File: src/rtl/ldm_pkg.sv
// Package: types shared by the load-multiple sequencer modules.
package ldm_pkg;

    // Sequencer phases; TAIL is the cycle holding the final registered write.
    typedef enum logic [2:0] {
        S_IDLE,
        S_REQ,
        S_WAIT,
        S_TAIL,
        S_DONE
    } seq_state_e;

endpackage

File: src/rtl/ldm_ctrl.sv
// ldm_ctrl: phase controller of the load-multiple sequencer.
// Raises one read request per register, waits for the data word, and
// decides between the next register and the closing tail/done cycles.
// Assumes last_hit_i is valid whenever the controller is in S_WAIT.
module ldm_ctrl
    import ldm_pkg::*;
(
    input  logic clk,
    input  logic rst_n,
    input  logic start_i,
    input  logic valid_i,
    input  logic last_hit_i,
    output logic load_o,
    output logic req_o,
    output logic take_o,
    output logic step_o,
    output logic busy_o,
    output logic done_o
);

    seq_state_e state_q;
    seq_state_e state_d;

    // Next-phase selection.
    always_comb begin
        state_d = state_q;
        case (state_q)
            S_IDLE:  if (start_i) state_d = S_REQ;
            S_REQ:   state_d = S_WAIT;
            S_WAIT:  if (valid_i) state_d = last_hit_i ? S_TAIL : S_REQ;
            S_TAIL:  state_d = S_DONE;
            S_DONE:  state_d = S_IDLE;
            default: state_d = S_IDLE;
        endcase
    end

    // Phase register with synchronous reset.
    always_ff @(posedge clk) begin
        if (!rst_n) state_q <= S_IDLE;
        else        state_q <= state_d;
    end

    // Decoded controls for the cursor, the write port and the handshake.
    always_comb begin
        load_o = (state_q == S_IDLE) && start_i;
        req_o  = (state_q == S_REQ);
        take_o = (state_q == S_WAIT) && valid_i;
        step_o = take_o && !last_hit_i;
        busy_o = (state_q != S_IDLE);
        done_o = (state_q == S_DONE);
    end

    // a request never lasts two cycles.
    p_single_req_r5: assert property (@(posedge clk) disable iff (!rst_n)
        req_o |=> !req_o);

    // done is a single pulse and is followed by idle.
    p_done_pulse_r8: assert property (@(posedge clk) disable iff (!rst_n)
        done_o |=> (!done_o && !busy_o));

    // a start seen on the done cycle does not restart the sequencer.
    p_start_on_done_r9: assert property (@(posedge clk) disable iff (!rst_n)
        (done_o && start_i) |=> !busy_o);

    // busy is held through every phase up to done.
    p_busy_holds_r1: assert property (@(posedge clk) disable iff (!rst_n)
        (busy_o && !done_o) |=> busy_o);

endmodule

File: src/rtl/ldm_cursor.sv
// ldm_cursor: register-number and byte-address cursor.
// Latches the first/last register and base address on load, then steps
// the register number modulo 2^REG_W and the address by STEP bytes
// modulo 2^ADDR_W. Assumes load_i and step_i are never high together.
module ldm_cursor #(
    parameter int ADDR_W = 24,
    parameter int REG_W  = 4,
    parameter int STEP   = 4
) (
    input  logic              clk,
    input  logic              rst_n,
    input  logic              load_i,
    input  logic              step_i,
    input  logic [REG_W-1:0]  first_i,
    input  logic [REG_W-1:0]  last_i,
    input  logic [ADDR_W-1:0] base_i,
    output logic [REG_W-1:0]  reg_o,
    output logic [ADDR_W-1:0] addr_o,
    output logic              last_hit_o
);

    localparam logic [ADDR_W-1:0] STEP_V = ADDR_W'(STEP);

    logic [REG_W-1:0]  reg_q;
    logic [REG_W-1:0]  end_q;
    logic [ADDR_W-1:0] addr_q;

    // Cursor update: latch on load, advance on step, hold otherwise.
    always_ff @(posedge clk) begin
        if (!rst_n) begin
            reg_q  <= '0;
            end_q  <= '0;
            addr_q <= '0;
        end else if (load_i) begin
            reg_q  <= first_i;
            end_q  <= last_i;
            addr_q <= base_i;
        end else if (step_i) begin
            reg_q  <= reg_q + 1'b1;
            addr_q <= addr_q + STEP_V;
        end
    end

    // Outputs of the cursor and the end-of-range compare.
    always_comb begin
        reg_o      = reg_q;
        addr_o     = addr_q;
        last_hit_o = (reg_q == end_q);
    end

    // a step moves to the next register number, wrapping at the top.
    p_reg_step_r3: assert property (@(posedge clk) disable iff (!rst_n)
        (step_i && !load_i) |=> (reg_q == $past(reg_q) + 1'b1));

    // a step moves the byte address by one word, modulo the address space.
    p_addr_step_r4: assert property (@(posedge clk) disable iff (!rst_n)
        (step_i && !load_i) |=> (addr_q == $past(addr_q) + STEP_V));

    // without load or step the cursor keeps its value.
    p_cursor_hold_r9: assert property (@(posedge clk) disable iff (!rst_n)
        (!load_i && !step_i) |=> ($stable(reg_q) && $stable(addr_q) && $stable(end_q)));

endmodule

File: src/rtl/ldm_pack.sv
// ldm_pack: reorders byte lanes into a big-endian word.
// Lane 0 (lowest address) lands in the most significant byte.
// Assumes DATA_W is a whole number of bytes.
module ldm_pack #(
    parameter int DATA_W = 32
) (
    input  logic [DATA_W-1:0] lanes_i,
    output logic [DATA_W-1:0] word_o
);

    localparam int NBYTES = DATA_W / 8;

    // One lane swap per byte position.
    for (genvar b = 0; b < NBYTES; b++) begin : g_lane
        assign word_o[DATA_W-1-8*b -: 8] = lanes_i[8*b +: 8];
    end

endmodule

File: src/rtl/ldm_sequencer.sv
// ldm_sequencer: top of the load-multiple sequencer.
// Loads registers first..last (wrapping) from consecutive words of
// byte-addressed storage, one outstanding read at a time, and writes
// each packed word through a registered register-file port.
// Assumes the storage side answers each request with exactly one valid.
module ldm_sequencer #(
    parameter int ADDR_W = 24,
    parameter int DATA_W = 32,
    parameter int REG_W  = 4
) (
    input  logic              clk,
    input  logic              rst_n,
    input  logic              start_i,
    input  logic [REG_W-1:0]  first_reg_i,
    input  logic [REG_W-1:0]  last_reg_i,
    input  logic [ADDR_W-1:0] base_addr_i,
    output logic              busy_o,
    output logic              done_o,
    output logic              mem_req_o,
    output logic [ADDR_W-1:0] mem_addr_o,
    input  logic              mem_valid_i,
    input  logic [DATA_W-1:0] mem_rdata_i,
    output logic              rf_we_o,
    output logic [REG_W-1:0]  rf_waddr_o,
    output logic [DATA_W-1:0] rf_wdata_o
);

    localparam int STEP = DATA_W / 8;

    logic              load;
    logic              take;
    logic              step;
    logic              last_hit;
    logic [REG_W-1:0]  cur_reg;
    logic [DATA_W-1:0] packed_word;
    logic              we_q;
    logic [REG_W-1:0]  waddr_q;
    logic [DATA_W-1:0] wdata_q;

    ldm_ctrl u_ctrl (
        .clk        (clk),
        .rst_n      (rst_n),
        .start_i    (start_i),
        .valid_i    (mem_valid_i),
        .last_hit_i (last_hit),
        .load_o     (load),
        .req_o      (mem_req_o),
        .take_o     (take),
        .step_o     (step),
        .busy_o     (busy_o),
        .done_o     (done_o)
    );

    ldm_cursor #(
        .ADDR_W (ADDR_W),
        .REG_W  (REG_W),
        .STEP   (STEP)
    ) u_cursor (
        .clk        (clk),
        .rst_n      (rst_n),
        .load_i     (load),
        .step_i     (step),
        .first_i    (first_reg_i),
        .last_i     (last_reg_i),
        .base_i     (base_addr_i),
        .reg_o      (cur_reg),
        .addr_o     (mem_addr_o),
        .last_hit_o (last_hit)
    );

    ldm_pack #(
        .DATA_W (DATA_W)
    ) u_pack (
        .lanes_i (mem_rdata_i),
        .word_o  (packed_word)
    );

    // Registered register-file write port, loaded when a word is taken.
    always_ff @(posedge clk) begin
        if (!rst_n) begin
            we_q    <= 1'b0;
            waddr_q <= '0;
            wdata_q <= '0;
        end else begin
            we_q <= take;
            if (take) begin
                waddr_q <= cur_reg;
                wdata_q <= packed_word;
            end
        end
    end

    // Drive the write-port outputs.
    always_comb begin
        rf_we_o    = we_q;
        rf_waddr_o = waddr_q;
        rf_wdata_o = wdata_q;
    end

    // every write follows a valid word on the previous cycle.
    p_write_from_valid_r6: assert property (@(posedge clk) disable iff (!rst_n)
        rf_we_o |-> $past(mem_valid_i));

    // an operation opens with a request at the supplied base address.
    p_first_req_r2: assert property (@(posedge clk) disable iff (!rst_n)
        $rose(busy_o) |-> (mem_req_o && (mem_addr_o == $past(base_addr_i))));

    // done is preceded by the final write.
    p_done_after_write_r8: assert property (@(posedge clk) disable iff (!rst_n)
        done_o |-> $past(rf_we_o));

    // no request while a write for a tail is pending or while idle.
    p_req_only_busy_r5: assert property (@(posedge clk) disable iff (!rst_n)
        mem_req_o |-> (busy_o && !done_o));

endmodule

File: config.mk
export PLATFORM = sky130hd
export DESIGN_NAME = ldm_sequencer
export DESIGN_NICKNAME = d
export VERILOG_FILES = /design/src/rtl/ldm_pkg.sv /design/src/rtl/ldm_ctrl.sv /design/src/rtl/ldm_cursor.sv /design/src/rtl/ldm_pack.sv /design/src/rtl/ldm_sequencer.sv
export SDC_FILE = /design/constraint.sdc
export NUM_CORES = 1
export LEC_CHECK = 0
export ABC_CLOCK_PERIOD_IN_PS = 4000
export BUFFER_PORTS_ARGS = -buffer_cell sky130_fd_sc_hd__buf_2
export CAP_MARGIN = 20
export CORE_MARGIN = 4
export CORE_UTILIZATION = 51
export CTS_CLUSTER_DIAMETER = 60
export DETAILED_ROUTE_END_ITERATION = 6
export HOLD_SLACK_MARGIN = 0.08
export PLACE_DENSITY_LB_ADDON = 0.2
export RECOVER_POWER = 25
export SLEW_MARGIN = 20
export SYNTH_ARGS = -nofsm -noshare
export SYNTH_HDL_FRONTEND = slang
export SYNTH_SLANG_ARGS = --single-unit
File: constraint.sdc
create_clock -name clk -period 4 [get_ports clk]
set_input_delay 0.8 -clock clk [delete_from_list [all_inputs] [get_ports clk]]
set_output_delay 0.8 -clock clk [all_outputs]
set_load 0.005 [all_outputs]
# After elaboration in Yosys (flattened, before gate mapping)
# Index checks and enable logic that the tools add are counted.
[totals] ram_bits=0 out_inout_bits=64 rom_bits=0 memories=0 inputBits=68 register_bits=72 latchBits=0
[op_classes] addsub=2 multipliers=0 reduce_logical=8 n_shift=0 n_mux=8 bitwise_logic=0 div_mod_pow=0 magnitude_cmp=0 n_eq_ne=7
[ops] operator="2-to-1 mux 24 bit" count=2
[ops] operator="adder 24 x 3 -> 24 bit, second input constant" count=1
[ops] operator="case mux 3 bit (4 select lines)" count=1
[ops] operator="2-to-1 mux 4 bit" count=2
[ops] operator="equality test 3 x 2 -> 1 bit, second input constant" count=2
[ops] operator="2-to-1 mux 3 bit" count=2
[ops] operator="adder 4 x 1 -> 4 bit, second input constant" count=1
[ops] operator="equality test 4 bit" count=1
[ops] operator="inequality test 2 bit, second input constant" count=2
[ops] operator="equality test 3 x 1 -> 1 bit, second input constant" count=1
[ops] operator="equality test 3 bit, second input constant" count=1
[ops] operator="logical AND 1 bit" count=3
[ops] operator="logical NOT 3 bit" count=1
[ops] operator="nonzero test 3 bit" count=1
[ops] operator="2-to-1 mux 2 bit" count=1
[ops] operator="AND reduction 2 bit" count=1
[ops] operator="nonzero test 2 bit" count=1
[ops] operator="logical NOT 1 bit" count=1

# Depth between registers and ports, before layout
# Gate-level depths: netlist of run 1.
[logic_depth] depth_word=5 ltp_mapped=7

# By module
# A second synthesis of run 1 with hierarchy kept.
[hier_totals] cells_unflattened=358 hier_area_um2=3448.3
[by_module_without_submodules] mod="ldm_cursor" n_inst=1 cells_per_inst=189 area_each_um2=1625.3
[by_module_without_submodules] mod="ldm_sequencer" n_inst=1 cells_per_inst=117 area_each_um2=1415.1
[by_module_without_submodules] mod="ldm_pack" n_inst=1 cells_per_inst=32 area_each_um2=240.2
[by_module_without_submodules] mod="ldm_ctrl" n_inst=1 cells_per_inst=20 area_each_um2=167.7

# Worst setup path before layout of run 1
# Ideal clock, no wire load.
[synth_timing] kind="input port to flip-flop" from="input mem_valid_i" to="register u_cursor.addr_q[22] (netlist: u_cursor.addr_o[22])" n_path_buf=0 cell_stages=5 required_time_ns=3.926 arrival_time_ns=2.128 path_slack_ns=1.798 path_cell_list="and4bb_4 -> nand2_4 -> or3_4 -> or4_1 -> a31oi_1"
[synth_between] elab_chain_cells=3
[synth_lines] item="from (decl)" line_no="ldm_sequencer.sv:21" rtl="input logic mem_valid_i,"
[synth_lines] item="logical AND 1 bit" line_no="ldm_ctrl.sv:47" rtl="take_o = (state_q == S_WAIT) && valid_i;"
[synth_lines] item="logical AND 1 bit" line_no="ldm_ctrl.sv:48" rtl="step_o = take_o && !last_hit_i;"
[synth_lines] item="nonzero test 2 bit (no source line)"
[synth_lines] item="to (signal assigned)" line_no="ldm_cursor.sv:37" rtl="addr_q <= base_i;"
[synth_lines] item="to (signal assigned)" line_no="ldm_cursor.sv:40" rtl="addr_q <= addr_q + STEP_V;"
[synth_lines] item="to (decl)" line_no="ldm_cursor.sv:26" rtl="logic [ADDR_W-1:0] addr_q;"
# Every way passes these cells.
# A chain may end at the register's enable or synchronous reset.

# Worst setup path in the final report of run 1
[layout_timing] from="input mem_valid_i" to="register u_cursor.addr_q[21] (netlist: u_cursor.addr_o[21])"
# Same word-level chain as after synthesis.

==> reports/qor.csv, run 1 <==
stage;metric;value;unit
yosys;synth_area_leaders;dfxtp_1, nand2_1, a21oi_1, xnor2_1, o21ai_0;
finish;synthToLayoutAreaGrowth;28.8;%
cts;cts_tree;done;
grt;busiest_layer;met2;
grt;gr-usage-met3;6.31;%
finish;finalNonFillerCells;572;
min_path;hp-class;register to register;
cts;clock_sinks;72;
power_and_ir_drop;clockPowerShare;35.2;%
critical_path;r2r-start;u_ctrl.state_q[0];
yosys;synth_most_common_cell;nand2_1;
yosys;ys_warn_count;0;
floorplan;die_w;84.9;µm
yosys;syn_nets;443;
sta;finalSetupViolCount;0;
floorplan;die_area;7200;µm²
sta;finalHoldViolCount;0;
critical_path;critPathMaxFanout;39;
power_and_ir_drop;pwr-share-seq;50.3;%
finish;fin_nets;565;
sta;skew;7.25;ps
grt;use_met2;33.7;%
grt;gr-total-overflow;0;
yosys;synth_top_area_share;47.8;%
critical_path;cp-end-kind;register;
cts;clock_path_buffers;2;
grt;grt_util_all_layers;21.7;%
critical_path;reg2reg_depth;5;
grt;grt_pass1_vias;2809;
critical_path;rrSetupSlack;1540;ps
sta;fin_setup_tns;0;ps
yosys;syn_area;3010;µm²
floorplan;start_util;53.7;%
cts;clk_pin_slew;80;ps
drt;first_pass_iters;4;
place;dp.cells;556;
drt;drt-initial-drc-count;109;
yosys;synth_top_cell_by_area;dfxtp_1;
yosys;synth-edff-count;0;
power_and_ir_drop;p_per_area;414;nW/µm²
finish;n_fill_cell;518;
finish;n_antenna_cell;0;
grt;grtUsageMet1;28.2;%
drt;wl_per_cell;13.9;µm
min_path;holdPathEnd;rf_wdata_o[13];
place;globalplace.congestion;0.852;
yosys;ys_ff_latch;72;
yosys;yosysSeqAreaShare;47.8;%
power_and_ir_drop;swShare;27.3;%
yosys;netlist_instances;373;
floorplan;row_count;27;
sta;maxSlewHeadroom;34.4;%
drt;ant_nets;0;
yosys;syn_area_per_cell;8.08;µm²
critical_path;r2r-end;u_cursor.addr_o[21];
place;dpl.hpwl;5.63;mm
power_and_ir_drop;p_int;1170;µW
grt;grt_pass1_wl;12.8;mm
critical_path;critPathRequiredTime;4190;ps
place;port_buffers;131;
min_path;holdPathStages;2;
yosys;yosys-top-cells-count;nand2_1, dfxtp_1, a21oi_1;
min_path;min_from;rf_wdata_o[13];
job;cap_violations;0;
drt;vias;3061;
critical_path;worst-setup-path-type;input pin to register;
sta;period_needed;2540;ps
power_and_ir_drop;leakagePower;0.00162;µW
sta;slew_violations;0;
drt;wirelength;7.94;mm
cts;root_buffer;clkbuf_8;
cts;cts_made_buffers;9;
yosys;synth_async_sr_flop_share;0;%
floorplan;core-area;5610;µm²
floorplan;io_pins;132;
floorplan;die_h;84.9;µm
cts;cts_setup_buffers;0;
drt;viasPerCell;5.35;
critical_path;critPathArrivalTime;2730;ps
cts;insertion_delay;330;ps
yosys;synthFlopType;dfxtp_1;
power_and_ir_drop;ir_worst_vdd;0.281;mV
grt;antenna_found_initial;0;
sta;tightest_slew;983;ps
power_and_ir_drop;p_switching;438;µW
sta;rsz0062_at_grt;no;
drt;drc;0;
yosys;synthDistinctLibCells;32;
sta;final_min_period_over_clock_period;63.6;%
grt;grt_max_degree;42;
finish;utilization;69.2;%
cts;cts.repair.resized;0;
sta;clock.fmax;393;MHz
critical_path;critPathLaunchType;input pin;
outcome;status;completed;
cts;htreeDepth;3;
power_and_ir_drop;power_frac_comb;14.5;%
cts;cts_hold_buf;0;
finish;layout-drive-gt1-share;29.4;%
[worst max-delay path by stage]
| stage | from | endpoint | cells past startpoint |
|---|---|---|---|
| after floorplan | mem_valid_i | u_cursor.addr_o[22] | 5 |
| after global placement | mem_valid_i | u_cursor.addr_o[21] | 6 |
| after detailed placement | mem_valid_i | u_cursor.addr_o[21] | 6 |
| after CTS | mem_valid_i | u_cursor.addr_o[21] | 6 |
| after global routing | mem_valid_i | u_cursor.addr_o[21] | 6 |
| final | mem_valid_i | u_cursor.addr_o[21] | 6 |
[routing by layer]
| metal | part of all wire, % | up-vias | routed length, µm |
|---|---|---|---|
| met1 | 43 | 1413 | 3450 |
| met3 | 8.0 | 12 | 633 |
| li1 | - | 1533 | - |
| met2 | 47 | 103 | 3740 |
| met5 | 0 | - | 0 |
| met4 | 1.5 | 0 | 120 |
[registers in the layout, indices dropped and copies added (netlist names)]
register / flops
rf_wdata_o: 32
rf_we_o: 1
u_cursor.addr_o: 24
u_cursor.reg_o: 4
u_cursor.end_q: 4
u_ctrl.state_q: 3
rf_waddr_o: 4
[final cells by class]
cell class / count / area (µm²) / share of cell area (%)
inverter: 7 / 26.3 / 0.677
tap: 72 / 90.1 / 2.32
timing repair buffer: 135 / 672 / 17.3
clock buffer: 10 / 138 / 3.54
clock inverter: 6 / 58.8 / 1.51
multi-input combinational: 270 / 1460 / 37.5
sequential: 72 / 1440 / 37.1
[power by group through the flow]
stage | registers (µW) | clock network [µW] | logic [µW]
3_5_place_dp | 824 | 0 | 234
6_report | 809 | 566 | 233
3_3_place_gp | 823 | 0 | 230
2_1_floorplan | 820 | 0 | 134
4_1_cts | 807 | 577 | 236
5_1_grt | 816 | 617 | 264
[stage by stage]
step | hold WS (ps) | area (µm²) | total power [µW] | worst slack (ps)
3_5_place_dp | 443 | 3700 | 1060 | 1140
3_3_place_gp | 439 | 3700 | 1050 | 1180
2_1_floorplan | 448 | 3010 | 953 | 1800
4_1_cts | 454 | 3900 | 1620 | 1490
5_1_grt | 479 | 3880 | 1700 | 1270
6_report | 452 | 3880 | 1610 | 1460
[cells by family after synthesis]
family,Yosys count,synth area share (%)
flops,72,47.8
xor+xnor,22,6.39
compound gates,97,16.8
buf+inv,31,4.07
simple gates,146,23.1
fa+ha+maj,2,0.830
mux,3,1.04
[worst max-delay path, cell delays in order]
cell,delay (ps)
buf_2,100
and4bb_4,580
nand3_1,370
nor4_1,550
a31o_2,240
a31oi_1,70
[cells in the final DEF (no fill, tap or decap), drive strengths merged, types with 3 or more instances in the layout]
cell	n
a21oi	62
a31oi	4
and4	3
buf	125
clkbuf	20
clkinv	5
dfxtp	72
inv	7
nand2	91
nand3	6
nand4	6
nor2	6
nor3	11
nor3b	5
nor4	8
nor4b	3
o21ai	26
xnor2	18
xor2	4
No activity file was read; power rests on OpenSTA's default activity.
==> run 2: changes to the inputs <==
- ABC_AREA: default -> 1
- ABC_CLOCK_PERIOD_IN_PS: 4000 -> 2400
- CORE_UTILIZATION: 51 -> 49
- clock period: 4 -> 2.4 ns (I/O delays scaled with it)
==> run 2 against run 1 <==
Worst setup slack lost 840 ps. Critical endpoint is now rf_wdata_o[20]. First-iteration DRC count is 63% higher. Clock power up 48%. Power up 76%. Global-route usage grew 0.85 points. Via count increased by 23%.
==> reports/qor.csv, run 2 <==
stage;metric;value;unit
yosys;synth_top_area_share;40.5;%
place;dpl.hpwl;7.03;mm
yosys;synthMuxAreaShare;0.562;%
min_path;hp-class;input pin to register;
drt;wirelength;9.64;mm
yosys;syn_area_per_cell;6.87;µm²
sta;finalSetupViolCount;0;
drt;first_pass_iters;5;
outcome;status;completed;
cts;clock_path_buffers;2;
cts;clk_pin_slew;70;ps
grt;grt_pass1_wl;15.7;mm
critical_path;reg2reg_depth;8;
floorplan;die_h;93.2;µm
critical_path;critPathRequiredTime;2680;ps
place;pre_cts_ws;585;ps
drt;wl_per_cell;13.0;µm
place;port_buffers;131;
yosys;synthFlopType;dfxtp_1;
sta;tightest_slew;839;ps
floorplan;die_w;93.2;µm
yosys;synth_area_leaders;dfxtp_1, nor2_1, nand2_1, o21ai_0, nand3_1;
drt;top_layer_used;met4;
floorplan;io_pins;132;
finish;utilization;63.5;%
yosys;synth-compound-area-share;15.0;%
cts;cts_tree;done;
drt;ant_nets;0;
yosys;synth-edff-count;0;
place;placed_cell_area;4250;µm²
cts;cts_made_buffers;9;
yosys;ys_ff_latch;72;
grt;gr-total-overflow;0;
finish;final_common_cell;buf_2;
grt;antenna_found_initial;0;
sta;skew;5.89;ps
cts;clock_sinks;72;
finish;layout-drive-gt1-share;26.5;%
sta;finalHoldViolCount;0;
power_and_ir_drop;finalPower;2830;µW
yosys;synth_fa_ha_area_share;0.703;%
cts;cts_setup_buffers;0;
yosys;syn_nets;588;
drt;dr_wl_met3;866;µm
finish;largest_reg_flops;32;
min_path;holdPathStages;3;
critical_path;worst-setup-path-type;input pin to register;
drt;wl_met1;4.08;mm
floorplan;core-area;6910;µm²
drt;wl_met2;4.51;mm
job;cap_violations;0;
yosys;synth_async_sr_flop_share;0;%
sta;final_min_period_over_clock_period;74.3;%
yosys;syn_area;3560;µm²
drt;drc;0;
critical_path;critPathArrivalTime;2060;ps
yosys;netlist_instances;518;
sta;period_needed;1780;ps
yosys;synth_most_common_cell;nor2_1;
sta;setup_ws;617;ps
power_and_ir_drop;leakagePower;0.00209;µW
critical_path;cp-end-kind;register;
floorplan;start_util;51.5;%
yosys;yosysSeqAreaShare;40.5;%
drt;vias;3764;
yosys;synthXorXnorAreaFrac;0.738;%
yosys;yosys-top-cells-count;nor2_1, nand2_1, dfxtp_1;
yosys;synth_top_family_by_area;simple AND/OR/NAND/NOR gates;
cts;cts_hold_buf;0;
sta;maxSlewHeadroom;44.1;%
cts;insertion_delay;340;ps
power_and_ir_drop;ir_worst_vdd;0.500;mV
drt;drt-initial-drc-count;178;
cts;root_buffer;clkbuf_8;
finish;fin_nets;711;
finish;synthToLayoutAreaGrowth;23.1;%
finish;n_antenna_cell;0;
grt;grt_pass1_vias;3448;
finish;fin_area;4380;µm²
cts;htreeDepth;3;
grt;grt_util_all_layers;22.5;%
power_and_ir_drop;p_per_area;645;nW/µm²
sta;fin_setup_tns;0;ps
cts;cts.repair.resized;0;
floorplan;die_area;8690;µm²
floorplan;row_count;30;
yosys;ys_warn_count;0;
grt;grt_max_degree;36;
sta;slew_violations;0;
drt;viasPerCell;5.07;
sta;rsz0062_at_grt;no;
place;globalplace.congestion;0.908;
yosys;synth_top_cell_by_area;dfxtp_1;
sta;clock.fmax;561;MHz
finish;mostFrequentLayoutCells;buf_2, nor2_1, nand2_1;
critical_path;critPathMaxFanout;25;
yosys;synthDistinctLibCells;33;
yosys;synth-simple-area-share;34.7;%
critical_path;critPathLaunchType;input pin;
-- run 2: cell count changes in the layout (fill, tap and decap cells not counted), sizes merged, moves of 9 or more --
cell    change
a21oi      -26
buf         -9
clkbuf     +14
inv        +31
nand3      +39
nor2      +104
o21ai      +35
or2        +11
xnor2      -18
-- run 2: power by group --
part	switching (µW)	total, µW	internal (µW)
sequential	97.4	1390	1290
combinational	349	597	248
clock	439	840	402
-- run 2: cell type report --
type,instances,area (µm²)
Tap cell,96,120
Fill cell,707,2520
Clock inverter,3,17.5
Sequential cell,72,1440
Inverter,38,143
Timing Repair Buffer,137,672
Multi-Input combinational cell,383,1840
Clock buffer,13,149
-- run 2: layer usage --
metal	vias to the layer above	global-route usage (%)
met5	-	0
met4	0	9.52
met3	12	6.60
met2	142	36.9
met1	1697	27.4
li1	1913	-
-- run 2: critical path, stage by stage --
cell      delay [ps]
clkbuf_1         530
clkbuf_1         700
o21ai_0          220
nor2_1           120
-- run 2: cell families (layout without fill, tap and decap cells) --
kind of cell | Yosys count | after routing
simple gates | 276 | 276
compound gates | 100 | 100
flops | 72 | 72
buf+inv | 63 | 191
xor+xnor | 3 | 3
fa+ha+maj | 2 | 2
mux | 2 | 2
-- run 2: worst paths after layout --
path / slack [ps] / end / start
setup / recovery: 620 / rf_wdata_o[20] / rst_n
hold / removal: 360 / rf_wdata_o[28] / mem_rdata_i[4]
setup reg to reg: 630 / u_cursor.addr_o[11] / u_ctrl.state_q[1]
hold reg to reg: 470 / u_cursor.end_q[1] / u_cursor.end_q[1]
-- run 2: metrics by stage --
step	std cells	hold slack [ps]
floorplan	518	444
global placement	726	453
detailed placement	726	460
CTS	742	340
global route	742	352
finish	742	359
